$ cat src/rtl/eagu_pkg.sv
package eagu_pkg;
    localparam int ADDR_W = 16;
    localparam int BYTE_W = 8;

    typedef enum logic [2:0] {
        AM_REGIND = 3'd0,
        AM_DIRECT = 3'd1,
        AM_RELATV = 3'd2,
        AM_INDEXD = 3'd3,
        AM_RESTRT = 3'd4,
        AM_PORT   = 3'd5
    } amode_t;

    typedef enum logic {
        S_EMPTY = 1'b0,
        S_HELD  = 1'b1
    } stage_t;
endpackage

$ cat src/rtl/eagu_sext.sv
module eagu_sext #(
    parameter int IN_W  = 8,
    parameter int OUT_W = 16
) (
    input  logic [IN_W-1:0]  din,
    output logic [OUT_W-1:0] dout
);
    localparam int EXT_W = OUT_W - IN_W;

    generate
        if (EXT_W > 0) begin : g_ext
            assign dout = {{EXT_W{din[IN_W-1]}}, din};
        end else begin : g_pass
            assign dout = din[OUT_W-1:0];
        end
    endgenerate
endmodule

$ cat src/rtl/eagu_core.sv
module eagu_core
    import eagu_pkg::*;
#(
    parameter int AW = ADDR_W,
    parameter int BW = BYTE_W
) (
    input  logic [2:0]    mode,
    input  logic [AW-1:0] pc_val,
    input  logic [BW-1:0] opnd_b0,
    input  logic [BW-1:0] opnd_b1,
    input  logic [AW-1:0] hl_val,
    input  logic [AW-1:0] ix_val,
    input  logic [AW-1:0] iy_val,
    input  logic          use_iy,
    input  logic [BW-1:0] acc_val,
    output logic [AW-1:0] ea,
    output logic          ok,
    output logic          is_io
);
    localparam int RST_LSB = 3;
    localparam int RST_W   = 3;
    localparam int HI_PAD  = AW - RST_LSB - RST_W;
    localparam logic [AW-1:0] REL_BIAS = AW'(2);

    logic [AW-1:0] disp_ext;
    logic [AW-1:0] idx_base;
    logic [AW-1:0] rel_sum;
    logic [AW-1:0] idx_sum;
    logic [AW-1:0] rst_vec;

    eagu_sext #(.IN_W(BW), .OUT_W(AW)) u_sext (
        .din  (opnd_b0),
        .dout (disp_ext)
    );

    assign idx_base = use_iy ? iy_val : ix_val;
    assign rel_sum  = pc_val + REL_BIAS + disp_ext;
    assign idx_sum  = idx_base + disp_ext;
    assign rst_vec  = {{HI_PAD{1'b0}}, opnd_b0[RST_LSB+RST_W-1:RST_LSB], {RST_LSB{1'b0}}};

    always_comb begin
        ea    = '0;
        ok    = 1'b1;
        is_io = 1'b0;
        unique case (mode)
            AM_REGIND: ea = hl_val;
            AM_DIRECT: ea = {opnd_b1, opnd_b0};
            AM_RELATV: ea = rel_sum;
            AM_INDEXD: ea = idx_sum;
            AM_RESTRT: ea = rst_vec;
            AM_PORT: begin
                ea    = {acc_val, opnd_b0};
                is_io = 1'b1;
            end
            default: ok = 1'b0;
        endcase
    end


    always_comb begin
        if (mode == AM_RESTRT) begin
            rst_vec_align_chk: assert (ea[RST_LSB-1:0] == '0 && ea[AW-1:RST_LSB+RST_W] == '0);
        end
    end


    always_comb begin
        if (mode == AM_PORT) begin
            port_low_chk: assert (ea[BW-1:0] == opnd_b0 && is_io);
        end
    end
endmodule

$ cat src/rtl/eagu_stage.sv
module eagu_stage
    import eagu_pkg::*;
#(
    parameter int AW = ADDR_W
) (
    input  logic          clk,
    input  logic          rst_n,
    input  logic          go,
    input  logic [2:0]    mode,
    input  logic [AW-1:0] ea,
    input  logic          ok,
    input  logic          is_io,
    output logic [AW-1:0] ea_addr,
    output logic          ea_valid,
    output logic          ea_port
);
    stage_t state, state_nx;

    always_comb begin
        unique case (state)
            S_EMPTY: state_nx = (go && ok) ? S_HELD : S_EMPTY;
            S_HELD:  state_nx = (go && ok) ? S_HELD : S_EMPTY;
            default: state_nx = S_EMPTY;
        endcase
    end

    always_ff @(posedge clk or negedge rst_n) begin
        if (!rst_n) state <= S_EMPTY;
        else        state <= state_nx;
    end

    always_ff @(posedge clk or negedge rst_n) begin
        if (!rst_n) begin
            ea_addr <= '0;
            ea_port <= 1'b0;
        end else if (go && ok) begin
            ea_addr <= ea;
            ea_port <= is_io;
        end else begin
            ea_addr <= '0;
            ea_port <= 1'b0;
        end
    end

    assign ea_valid = (state == S_HELD);


    valid_needs_go_chk: assert property (@(posedge clk) disable iff (!rst_n)
        ea_valid |-> $past(go));


    invalid_mode_chk: assert property (@(posedge clk) disable iff (!rst_n)
        ($past(mode) > 3'd5) |-> (!ea_valid && ea_addr == '0));


    port_flag_mode_chk: assert property (@(posedge clk) disable iff (!rst_n)
        ea_port |-> (ea_valid && $past(mode) == AM_PORT));


    idle_zero_chk: assert property (@(posedge clk) disable iff (!rst_n)
        !ea_valid |-> (ea_addr == '0 && !ea_port));
endmodule

$ cat src/rtl/eagu_top.sv
module eagu_top
    import eagu_pkg::*;
(
    input  logic        clk,
    input  logic        rst_n,
    input  logic        go,
    input  logic [2:0]  mode,
    input  logic [15:0] pc_val,
    input  logic [7:0]  opnd_b0,
    input  logic [7:0]  opnd_b1,
    input  logic [15:0] hl_val,
    input  logic [15:0] ix_val,
    input  logic [15:0] iy_val,
    input  logic        use_iy,
    input  logic [7:0]  acc_val,
    output logic [15:0] ea_addr,
    output logic        ea_valid,
    output logic        ea_port
);
    logic [ADDR_W-1:0] ea_c;
    logic              ok_c;
    logic              io_c;

    eagu_core #(.AW(ADDR_W), .BW(BYTE_W)) u_core (
        .mode    (mode),
        .pc_val  (pc_val),
        .opnd_b0 (opnd_b0),
        .opnd_b1 (opnd_b1),
        .hl_val  (hl_val),
        .ix_val  (ix_val),
        .iy_val  (iy_val),
        .use_iy  (use_iy),
        .acc_val (acc_val),
        .ea      (ea_c),
        .ok      (ok_c),
        .is_io   (io_c)
    );

    eagu_stage #(.AW(ADDR_W)) u_stage (
        .clk      (clk),
        .rst_n    (rst_n),
        .go       (go),
        .mode     (mode),
        .ea       (ea_c),
        .ok       (ok_c),
        .is_io    (io_c),
        .ea_addr  (ea_addr),
        .ea_valid (ea_valid),
        .ea_port  (ea_port)
    );
endmodule

$ cat config.mk
export PLATFORM = sky130hd
export DESIGN_NAME = eagu_top
export DESIGN_NICKNAME = d
export VERILOG_FILES = /design/src/rtl/eagu_pkg.sv /design/src/rtl/eagu_sext.sv /design/src/rtl/eagu_core.sv /design/src/rtl/eagu_stage.sv /design/src/rtl/eagu_top.sv
export SDC_FILE = /design/constraint.sdc
export NUM_CORES = 1
export LEC_CHECK = 0
export BUFFER_PORTS_ARGS = -buffer_cell sky130_fd_sc_hd__buf_2
export CORE_UTILIZATION = 46
export DETAILED_ROUTE_END_ITERATION = 10
export PLACE_DENSITY = 0.8
export SETUP_SLACK_MARGIN = 0.5
export SYNTH_ARGS = -nofsm -noshare
export SYNTH_HDL_FRONTEND = slang
export SYNTH_HIERARCHICAL = 1
export SYNTH_SLANG_ARGS = --single-unit
$ cat constraint.sdc
create_clock -name clk -period 0.8 [get_ports clk]
set_clock_uncertainty 0.05 [all_clocks]
set_input_delay 0.08 -clock clk [delete_from_list [all_inputs] [get_ports clk]]
set_output_delay 0.08 -clock clk [all_outputs]
set_load 0.02 [all_outputs]
### Word level (Yosys, flattened, before mapping)

Index checks and enable logic that the tools add are counted.

| storage, ports and cells | value |
|---|---|
| register bits | 18 |
| output and inout bits | 18 |
| input bits | 95 |
| logic and storage cells | 21 |

| operators by class | value |
|---|---|
| reduce and logical (&&, ||, !) cells | 3 |
| equality and inequality tests | 5 |
| $add $sub $neg | 3 |
| muxes and demuxes | 7 |

Operators with widths:

| kind | count |
|---|---|
| 16-bit one-hot mux with 6 select lines | 1 |
| 16-bit adder | 2 |
| 16-bit 2-to-1 mux | 2 |
| 16-bit by 2-bit adder with 16-bit output, second input constant | 1 |
| 3-bit by 2-bit == test with 1-bit output, second input constant | 2 |
| 3-bit == test, second input constant | 2 |
| 6-bit OR reduction | 1 |
| 1-bit 2-to-1 mux | 4 |
| 3-bit by 1-bit == test with 1-bit output, second input constant | 1 |
| 3-bit zero test | 1 |
| 1-bit logical AND | 1 |

### Depth between registers and ports, before layout

Gate-level depths: netlist of the first run.

| depth | value |
|---|---|
| depth after elaboration | 5 |
| mapped depth | 13 |
| mapped depth without buffers | 12 |

### Modules after synthesis

The synthesis of the first run kept the hierarchy.

Modules (own cells, without submodules):

| module | cells an instance | times used | area each (µm²) |
|---|---|---|---|
| eagu_core | 304 | 1 | 2,377.3 |
| eagu_stage | 38 | 1 | 575.6 |
| eagu_sext | 16 | 1 | 120.1 |

### Least setup slack after synthesis of the first run

No wires, ideal clock.

| timing | value |
|---|---|
| path type | input-to-reg |
| from | in use_iy |
| to | reg u_stage.ea_addr[15] |
| arrival | 2.746 ns |
| buffers on the path | 3 |
| required time | 0.630 ns |
| setup time | 0.120 ns |
| path slack | -2.116 ns |
| cell stages on the path | 12 |
| path through | clkbuf_1 -> buf_1 -> mux2_2 -> ha_1 -> clkbuf_1 -> a21oi_1 -> o211ai_1 -> a31oi_1 -> a21oi_1 -> mux2i_1 -> a211o_1 -> and3_1 |

| between the ends | value |
|---|---|
| longest elaborated chain between the ends | 4 |

Ends and longest elaborated chain:

| what | RTL line | text |
|---|---|---|
| start, declared | eagu_top.sv:14 | `input logic use_iy,` |
| 16-bit 2-to-1 mux | eagu_core.sv:36 | `assign idx_base = use_iy ? iy_val : ix_val;` |
| 16-bit adder | eagu_core.sv:38 | `assign idx_sum = idx_base + disp_ext;` |
| 16-bit one-hot mux with 6 select lines | eagu_core.sv:45 | `unique case (mode)` |
| named net ea_c[15] | eagu_top.sv:20 | `logic [ADDR_W-1:0] ea_c;` |
| 16-bit 2-to-1 mux | eagu_stage.sv:36 | `end else if (go && ok) begin` |
| end signal, assigned | eagu_stage.sv:34 | `ea_addr <= '0;` |
| end signal, assigned | eagu_stage.sv:37 | `ea_addr <= ea;` |
| end signal, assigned | eagu_stage.sv:40 | `ea_addr <= '0;` |
| end, declared | eagu_stage.sv:13 | `output logic [AW-1:0] ea_addr,` |

The timed path passes the listed nets, and every way through them passes these cells.

### Final worst setup path of the first run

| timing | value |
|---|---|
| from | in use_iy |
| to | reg u_stage.ea_addr[8] |

Same word-level chain as after synthesis.

==> metrics.yaml, run 1 <==
status: "finished, violations left"
violations: "negative hold slack, negative setup slack"
ys_types: 59
p_leak_nw: 2.554
core_area_sq_mm: 0.006386
seq_area_frac_synth_pct: 14.66
cts_sinks: 18
synthesis.nets: 499
vdd_ir_drop_max_uv: 1704
critPathMaxStageDelay_ns: 0.37
syn-instance-count: 358
yosysWarnings: 6
area_growth_pct: 69.10
cp_max_fo: 5
cp.arrival_ns: 2.41
fin_crit_ns: 2.314
met1_length_um: 4500
worst-slew-pin-transition_ns: 0.6956
ant_nets: 0
synth_ff_type: "dfrtp_1"
placementRows: 29
fin_setup_tns_ns: -21.14
cts_tree: "done"
cts-htree-levels: 1
synth_top_family_by_area: "compound AO/OA/AOI/OAI gates"
n_antenna_cell: 0
multiInputGateArea_sq_mm: 0.002880
first_global_vias: 3904
synthMuxAreaShare_pct: 11.07
setup_violations: 34
yosys.area_share.xor_xnor_pct: 7.125
fillCellCount: 354
max_freq_ghz: 0.4321
rsz0062_at_grt: "yes"
highest_layer: "met4"
hpwlAfterDp_um: 8542
syn-mean-instance-area_sq_um: 8.584
initial_core_util_pct: 48.12
nets: 694
final_hold_viol_count: 18
overflow: 0
vias_per_cell: 6.210
synth-seq-cells: 18
numPortBuffers: 112
drv_cap: 0
slew_viol_final: 0
die_x_um: 83.74
synth_area_leader_cell: "ha_1"
hold_path.class: "in2async"
period_share_pct: 289.3
drt-total-wl_um: 12550
path_cells: "buf_12, mux2_4, ha_4, fa_2, a21oi_4, o221ai_4, a21oi_4, nor3b_2, a311o_1, a221o_1, and3_1"
antenna_found_initial: 0
wl_per_cell_um: 19.94
synth_edf_count: 0
cts_buffers: 3
synth-simple-area-share_pct: 13.52
worstSetupPathType: "in2reg"
async_flop_share_pct: 100.0
drcViolationCount: 0
power.density_mw_per_mm2: 1181
ctsLongestPathBuffers: 2
yosys-top-cells-area: "ha_1 18%, dfrtp_1 15%, mux2_2 8.8%"
layout_setup_ws_ns: -1.514
synth_fa_ha_area_share_pct: 19.22
grt_use_total_pct: 33.92
grt_max_degree: 19
crit_path_end_kind: "register"
vias: 3906
fin_hold_ws_ns: -0.3147
dr_wl_met2_um: 6292
synth.top_cells.by_count: "44 x ha_1, 26 x a21oi_1, 25 x nor2_1"
maxSlewHeadroom_pct: 53.46
synth_top_cell_area_share_pct: 17.92
grt_pass1_wl_um: 18980
dr_wl_met3_um: 975
cp_slowest_cell: "fa_2"
die_area_sq_mm: 0.007012
drive_above_1_share_pct: 57.61
seq_area_sq_um: 450.4
critPathLaunchType: "input pin"
drt_iter0_markers: 272
synth_compound_area_share_pct: 26.79
cts_root_buf: "clkbuf_8"
synth.most_common_cell: "ha_1"
synth_area_sq_mm: 0.003073
gp_congestion: 0.9734
path_common_cell: "a21oi_4"
die_h_um: 83.74
clkTransAtPathRegs_ns: 0.07
place_ws_ns: -1.856
io_pins: 113
drt-pass1-iter-count: 5
cp_data_required_time_ns: 0.90
==> cell usage in the layout, fill, tap and decap left out, drive strengths merged, types with 4 or more instances in the layout <==
cell type	netlist	routed
a211oi	5	5
a21o	6	6
a21oi	27	27
a221o	5	5
a22oi	12	12
and2	4	4
and3	21	21
buf	21	218
clkbuf	9	4
dfrtp	18	18
ha	44	44
inv	13	13
mux2	24	24
mux2i	7	7
nand2	18	20
nand3	6	6
nor2	25	25
o21ai	21	21
o21bai	4	4
o221ai	5	5
xnor2	15	15
xor2	10	10
==> kinds of logic after synthesis <==
kind of cell             Yosys count
flip-flops                        18
AO/OA/AOI/OAI                    111
XOR/XNOR                          25
multiplexers                      31
adder cells (fa/ha/maj)           46
buffers and inverters             43
AND/OR/NAND/NOR                   84
==> registers in the layout, summed over array words and instances (netlist names) <==
register	cells
u_stage/ea_port	1
u_stage/ea_addr	16
u_stage/ea_valid	1
==> report_power, final <==
part | switching [mW] | leakage (nW) | total, mW | internal (mW)
sequential | 0.0303 | 0.243 | 0.999 | 0.968
combinational | 2.16 | 2.28 | 4.41 | 2.25
clock | 0.295 | 0.0288 | 0.733 | 0.437
total | 2.49 | 2.55 | 6.14 | 3.65
==> worst max-delay path: cells and delay by family <==
kind	cells	cell delay (ns)
simple gates	2	0.20
buf+inv	1	0.11
fa+ha+maj	2	0.54
mux	1	0.31
compound gates	5	1.17
==> layer usage <==
| metal | GRT usage, % | vias up |
|---|---|---|
| met3 | 4.352 | 84 |
| met5 | 0 | - |
| met2 | 63.49 | 279 |
| met4 | 15.41 | 0 |
| li1 | - | 1726 |
| met1 | 37.82 | 1817 |
==> stage by stage <==
| step | std cells | power [mW] | instance area [sq um] | utilization, % |
|---|---|---|---|---|
| after floorplan | 358 | 3.094 | 3308 | - |
| final | 629 | 6.137 | 5196 | 81.37 |
| after global placement | 608 | 4.275 | 4357 | 68.22 |
| after CTS | 623 | 5.673 | 5021 | 78.62 |
| after global routing | 629 | 6.444 | 5196 | 81.37 |
| after detailed placement | 608 | 4.373 | 4357 | 68.22 |
==> repair_timing <==
| action | CTS | global route |
|---|---|---|
| gates cloned | 5 | 0 |
| endpoints found under the setup margin | 36 | 36 |
| setup buffers | 6 | 6 |
| hold endpoints to repair | 18 | 18 |
| pin swaps | 37 | 35 |
| gates resized for setup | 104 | 27 |
==> worst max-delay path by stage <==
stage / start / endpoint / cells after the start
floorplan: use_iy / u_stage/ea_addr[14] / 11
global placement: use_iy / u_stage/ea_addr[10] / 11
detailed placement: pc_val[1] / u_stage/ea_addr[15] / 13
CTS: pc_val[1] / u_stage/ea_addr[15] / 13
global route: use_iy / u_stage/ea_addr[8] / 11
finish: use_iy / u_stage/ea_addr[8] / 11
==> cell type report <==
class	count	share of cell area, %
Timing Repair Buffer	218	31.90
Sequential cell	18	8.668
Multi-Input combinational cell	299	55.43
Clock buffer	4	1.059
Inverter	13	1.084
Tap cell	77	1.854
(Power assumes the default switching activity.)
==> run 2: changes to the inputs <==
==> constraint.sdc (replaced) <==
create_clock -name clk -period 0.8 [get_ports clk]
set_clock_uncertainty 0.05 [all_clocks]
set_input_delay 0.08 -clock clk [delete_from_list [all_inputs] [get_ports clk]]
set_output_delay 0.08 -clock clk [all_outputs]
set_load 0.05 [all_outputs]
==> metrics.yaml, run 2 (same netlist as run 1, synthesis figures left out) <==
status: "finished, violations left"  # unchanged
violations: "negative hold slack, negative setup slack"  # unchanged
cp.arrival_ns: 2.38  # was 2.41 ns
place_ws_ns: -1.820  # was -1.856 ns
placementRows: 29  # unchanged
seq_area_sq_um: 471.7  # was 450.4 sq um
grt_pass1_wl_um: 18440  # was 18980 um
drt-pass1-iter-count: 5  # unchanged
overflow: 0  # unchanged
drive_above_1_share_pct: 62.05  # was 57.61%
vias: 3779  # was 3906
power.density_mw_per_mm2: 1196  # was 1181 mW/mm^2
die_area_sq_mm: 0.007012  # unchanged
numPortBuffers: 112  # unchanged
final_hold_viol_count: 18  # unchanged
area_growth_pct: 71.82  # was 69.10%
cts_root_buf: "clkbuf_8"  # unchanged
cts_tree: "done"  # unchanged
drv_cap: 0  # unchanged
fin_crit_ns: 2.287  # was 2.314 ns
period_share_pct: 285.9  # was 289.3%
antenna_found_initial: 0  # unchanged
rsz0062_at_grt: "yes"  # unchanged
io_pins: 113  # unchanged
drt-total-wl_um: 12150  # was 12550 um
gp_congestion: 0.9350  # was 0.9734
cts-htree-levels: 1  # unchanged
core_area_sq_mm: 0.006386  # unchanged
max_freq_ghz: 0.4372  # was 0.4321 GHz
ant_nets: 0  # unchanged
top_register: "u_stage/ea_addr"  # unchanged
worstSetupPathType: "in2reg"  # unchanged
final_cell_mix: "92 x buf_4, 89 x buf_2, 33 x buf_6"  # was 95 x buf_4, 87 x buf_2, 30 x ha_1
cts_sinks: 18  # unchanged
layout_setup_ws_ns: -1.487  # was -1.514 ns
crit_path_end_kind: "register"  # unchanged
vdd_ir_drop_max_uv: 1206  # was 1704 uV
hpwlAfterDp_um: 8360  # was 8542 um
initial_core_util_pct: 48.12  # unchanged
p_leak_nw: 2.537  # was 2.554 nW
clkTransAtPathRegs_ns: 0.07  # about the same
drt_iter0_markers: 220  # was 272
first_global_vias: 3867  # was 3904
slew_viol_final: 0  # unchanged
die_h_um: 83.74  # unchanged
hold_path.class: "in2async"  # unchanged
vias_per_cell: 5.970  # was 6.210
worst-slew-pin-transition_ns: 0.6035  # was 0.6956 ns
fin_hold_ws_ns: -0.3150  # was -0.3147 ns
setup_violations: 34  # unchanged
critPathLaunchType: "input pin"  # unchanged
nets: 698  # was 694
finalPower_mw: 6.313  # was 6.137 mW
maxSlewHeadroom_pct: 59.62  # was 53.46%
n_antenna_cell: 0  # unchanged
wl_per_cell_um: 19.20  # was 19.94 um
cp_max_fo: 2  # was 5
grt_max_degree: 19  # unchanged
drcViolationCount: 0  # unchanged
ctsLongestPathBuffers: 2  # unchanged
largest_reg_flops: 16  # unchanged
layout_commonest_cell: "buf_4"  # unchanged
cts_buffers: 3  # unchanged
die_x_um: 83.74  # unchanged
cp_data_required_time_ns: 0.90  # about the same
grt_use_total_pct: 33.08  # was 33.92%
fillCellCount: 365  # was 354
multiInputGateArea_sq_mm: 0.002988  # was 0.002880 sq mm
## run 2: worst max-delay path: stages
cell and delay, ns:
buf_6 0.07, inv_2 0.03, ha_4 0.25, inv_2 0.04, ha_4 0.16, fa_2 0.37
a211oi_4 0.26, o21ai_2 0.11, and2_4 0.17, a221oi_4 0.32, xnor2_2 0.12, a211o_1 0.26
and3_1 0.14
## run 2: what timing repair did
item | CTS | global route
endpoints found under the setup margin | 36 | 36
resized for setup | 108 | 34
setup buffers | 13 | 5
hold endpoints to repair | 18 | 18
gates cloned | 2 | 0
pin swaps | 51 | 28
## run 2: worst paths after layout
path,slack (ns),from,end,cells past startpoint
setup / recovery,-1.49,pc_val[1],u_stage/ea_addr[15],13
hold / removal,-0.31,rst_n,u_stage/ea_addr[0],1
max in group asynchronous,0.71,rst_n,u_stage/ea_addr[10],1
min in group clk,0.16,mode[2],u_stage/ea_port,4
## run 2: power by group
group,switching (mW),total [mW],internal (mW)
combinational,2.32,4.67,2.35
clock,0.284,0.638,0.353
sequential,0.0295,1.01,0.978
## run 2: per-layer routing
| layer | GRT usage (%) | vias up | wire length, um |
|---|---|---|---|
| met5 | 0 | - | 0 |
| met4 | 14.18 | 0 | 522 |
| met3 | 5.836 | 60 | 914 |
| met2 | 61.86 | 218 | 6170 |
| met1 | 36.27 | 1768 | 4545 |
| li1 | - | 1733 | - |
## run 2: cell type report
type / instances / area share (%)
tap: 77 / 1.825
sequential: 18 / 8.934
timing repair buffer: 222 / 30.83
clock buffer: 4 / 0.8531
multi-input combinational: 299 / 56.59
inverter: 13 / 0.9716
## run 2: through the flow
step                utilization (%)  std cells  area, sq um  hold WS, ns  setup TNS, ns
floorplan                         -        358         3329      -0.2656         -20.40
global placement              68.67        609         4385     -0.04502         -23.27
finish                        82.68        633         5280      -0.3150         -21.48
detailed placement            68.67        609         4385     -0.03252         -24.11
global route                  82.68        633         5280      -0.2963         -22.54
CTS                           79.33        628         5066      -0.2999         -20.39
==> run 3: changes to the inputs <==
--- a/config.mk
+++ b/config.mk
@@ -6,10 +6,13 @@
 export NUM_CORES = 1
 export LEC_CHECK = 0
 export BUFFER_PORTS_ARGS = -buffer_cell sky130_fd_sc_hd__buf_2
-export CORE_UTILIZATION = 46
+export CORE_UTILIZATION = 47
+export CTS_BUF_LIST = sky130_fd_sc_hd__clkbuf_2 sky130_fd_sc_hd__clkbuf_4 sky130_fd_sc_hd__clkbuf_8
 export DETAILED_ROUTE_END_ITERATION = 10
-export PLACE_DENSITY = 0.8
+export HOLD_SLACK_MARGIN = 0.05
+export PLACE_DENSITY = 0.82
 export SETUP_SLACK_MARGIN = 0.5
+export SKIP_LAST_GASP = 1
 export SYNTH_ARGS = -nofsm -noshare
 export SYNTH_HDL_FRONTEND = slang
 export SYNTH_HIERARCHICAL = 1
==> metrics.yaml, run 3 (same netlist as run 1, synthesis figures left out) <==
status: "finished, violations left"  # unchanged
violations: "negative hold slack, negative setup slack"  # unchanged
vdd_ir_drop_max_uv: 1236  # was 1206 uV
cts_buffers: 3  # unchanged
cp.arrival_ns: 2.47  # was 2.38 ns
io_pins: 113  # unchanged
drv_cap: 0  # unchanged
cts_root_buf: "clkbuf_8"  # unchanged
grt_use_total_pct: 33.59  # was 33.08%
cts_tree: "done"  # unchanged
drive_above_1_share_pct: 61.45  # was 62.05%
ant_nets: 0  # unchanged
wl_per_cell_um: 20.68  # was 19.20 um
n_antenna_cell: 0  # unchanged
fin_hold_ws_ns: -0.3160  # was -0.3150 ns
path_delay_family: "buffers and inverters"  # was compound AO/OA/AOI/OAI gates
ctsLongestPathBuffers: 2  # unchanged
fillCellCount: 354  # was 365
worst-path-stages: 14  # was 13
setup_violations: 34  # unchanged
hold_path.class: "in2async"  # unchanged
numPortBuffers: 112  # unchanged
worst-slew-pin-transition_ns: 0.6504  # was 0.6035 ns
die_area_sq_mm: 0.006866  # was 0.007012 sq mm
top_register: "u_stage/ea_addr"  # unchanged
vias: 3878  # was 3779
path_cells: "buf_12, buf_4, mux2_4, ha_4, o211ai_1, buf_4, buf_4, buf_4, o21ai_4, nand3_2, nand2_2, xor2_1, a221o_1, and3_1"  # was buf_6, inv_2, ha_4, inv_2, ha_4, fa_2, a211oi_4, o21ai_2, and2_4, a221oi_4, xnor2_2, a211o_1, and3_1
grt_max_degree: 19  # unchanged
initial_core_util_pct: 48.67  # was 48.12%
critPathMaxStageDelay_ns: 0.32  # was 0.37 ns
rsz0062_at_grt: "yes"  # unchanged
hpwlAfterDp_um: 8378  # was 8360 um
cp_slowest_cell: "mux2_4"  # was fa_2
seq_area_sq_um: 471.7  # unchanged
nets: 692  # was 698
area_growth_pct: 69.34  # was 71.82%
drt_iter0_markers: 366  # was 220
layout_commonest_cell: "buf_4"  # unchanged
drcViolationCount: 0  # unchanged
overflow: 0  # unchanged
gp_congestion: 0.9049  # was 0.9350
critPathBufInv: 5  # was 3
antenna_found_initial: 0  # unchanged
crit_path_end_kind: "register"  # unchanged
p_leak_nw: 2.492  # was 2.537 nW
fin_setup_tns_ns: -22.23  # was -21.48 ns
clkTransAtPathRegs_ns: 0.06  # was 0.07 ns
layout_setup_ws_ns: -1.577  # was -1.487 ns
drt-pass1-iter-count: 5  # unchanged
power.density_mw_per_mm2: 1222  # was 1196 mW/mm^2
multiInputGateArea_sq_mm: 0.002928  # was 0.002988 sq mm
cts-htree-levels: 1  # unchanged
cp_data_required_time_ns: 0.90  # about the same
slew_viol_final: 0  # unchanged
period_share_pct: 297.1  # was 285.9%
worstSetupPathType: "in2reg"  # unchanged
first_global_vias: 3861  # was 3867
fin_area_sq_mm: 0.005204  # was 0.005280 sq mm
drt-total-wl_um: 12970  # was 12150 um
placementRows: 29  # unchanged
cp-startpoint: "use_iy"  # was pc_val[1]
largest_reg_flops: 16  # unchanged
cts_sinks: 18  # unchanged
final_hold_viol_count: 18  # unchanged
vias_per_cell: 6.185  # was 5.970
core_area_sq_mm: 0.006314  # was 0.006386 sq mm
cp_max_fo: 5  # was 2
grt_pass1_wl_um: 18580  # was 18440 um
maxSlewHeadroom_pct: 56.48  # was 59.62%
max_freq_ghz: 0.4207  # was 0.4372 GHz
die_x_um: 82.86  # was 83.74 um
critPathLaunchType: "input pin"  # unchanged
endpoint: "u_stage/ea_addr[7]"  # was u_stage/ea_addr[15]
dpl_cell_area_sq_mm: 0.004375  # was 0.004385 sq mm
die_h_um: 82.86  # was 83.74 um
path_common_cell: "buf_4"
place_ws_ns: -1.889  # was -1.820 ns
finalPower_mw: 6.359  # was 6.313 mW
fin_crit_ns: 2.377  # was 2.287 ns
final_cell_mix: "94 x buf_4, 89 x buf_2, 28 x buf_6"  # was 92 x buf_4, 89 x buf_2, 33 x buf_6
run 3: cell types whose count changed in the layout (fill, tap and decap cells not counted), moves of 3 or more:
cell,previous run,this run
ha_2,2,5
ha_1,26,23
buf_8,8,4
buf_6,33,28
run 3: power breakdown:
part	total (mW)	internal (mW)	switching, mW
sequential	1.00	0.978	0.0270
clock	0.721	0.438	0.284
combinational	4.63	2.29	2.34
total	6.36	3.71	2.65
run 3: metal layers:
metal	global-route usage, %	wire length [um]	vias up
met5	0	0	-
met4	18.50	776	0
met3	4.473	1053	79
met2	60.66	6513	282
met1	37.98	4622	1804
li1	-	-	1713
run 3: per-stage QoR:
step           instances  utilization [%]  hold slack [ns]
2_1_floorplan        358                -          -0.2656
3_3_place_gp         606            69.30         -0.04354
3_5_place_dp         606            69.30         -0.03070
4_1_cts              619            79.09          -0.3094
5_1_grt              627            82.42          -0.2998
6_report             627            82.42          -0.3160
run 3: final cells by class:
type / instances / area share (%)
tap: 77 / 1.851
multi-input combinational: 297 / 56.26
sequential: 18 / 9.065
inverter: 13 / 1.034
clock buffer: 4 / 1.058
timing repair buffer: 218 / 30.73
run 3: timing repair:
action                                  CTS  global route
setup buffers                             8             8
pin swaps                                44            24
endpoints found under the setup margin   36            36
endpoints found under the hold margin    18            18
cloned                                    1             0
gates resized for setup                 101            28
run 3: worst min-delay path by stage:
stage / end / cells past startpoint / start / slack [ns]
after global routing: u_stage/ea_addr[2] / 1 / rst_n / -0.30
after CTS: u_stage/ea_addr[2] / 1 / rst_n / -0.31
after floorplan: u_stage/ea_addr[0] / 0 / rst_n / -0.27
final: u_stage/ea_addr[2] / 1 / rst_n / -0.32
after global placement: u_stage/ea_addr[0] / 1 / rst_n / -0.04
after detailed placement: u_stage/ea_addr[2] / 1 / rst_n / -0.03
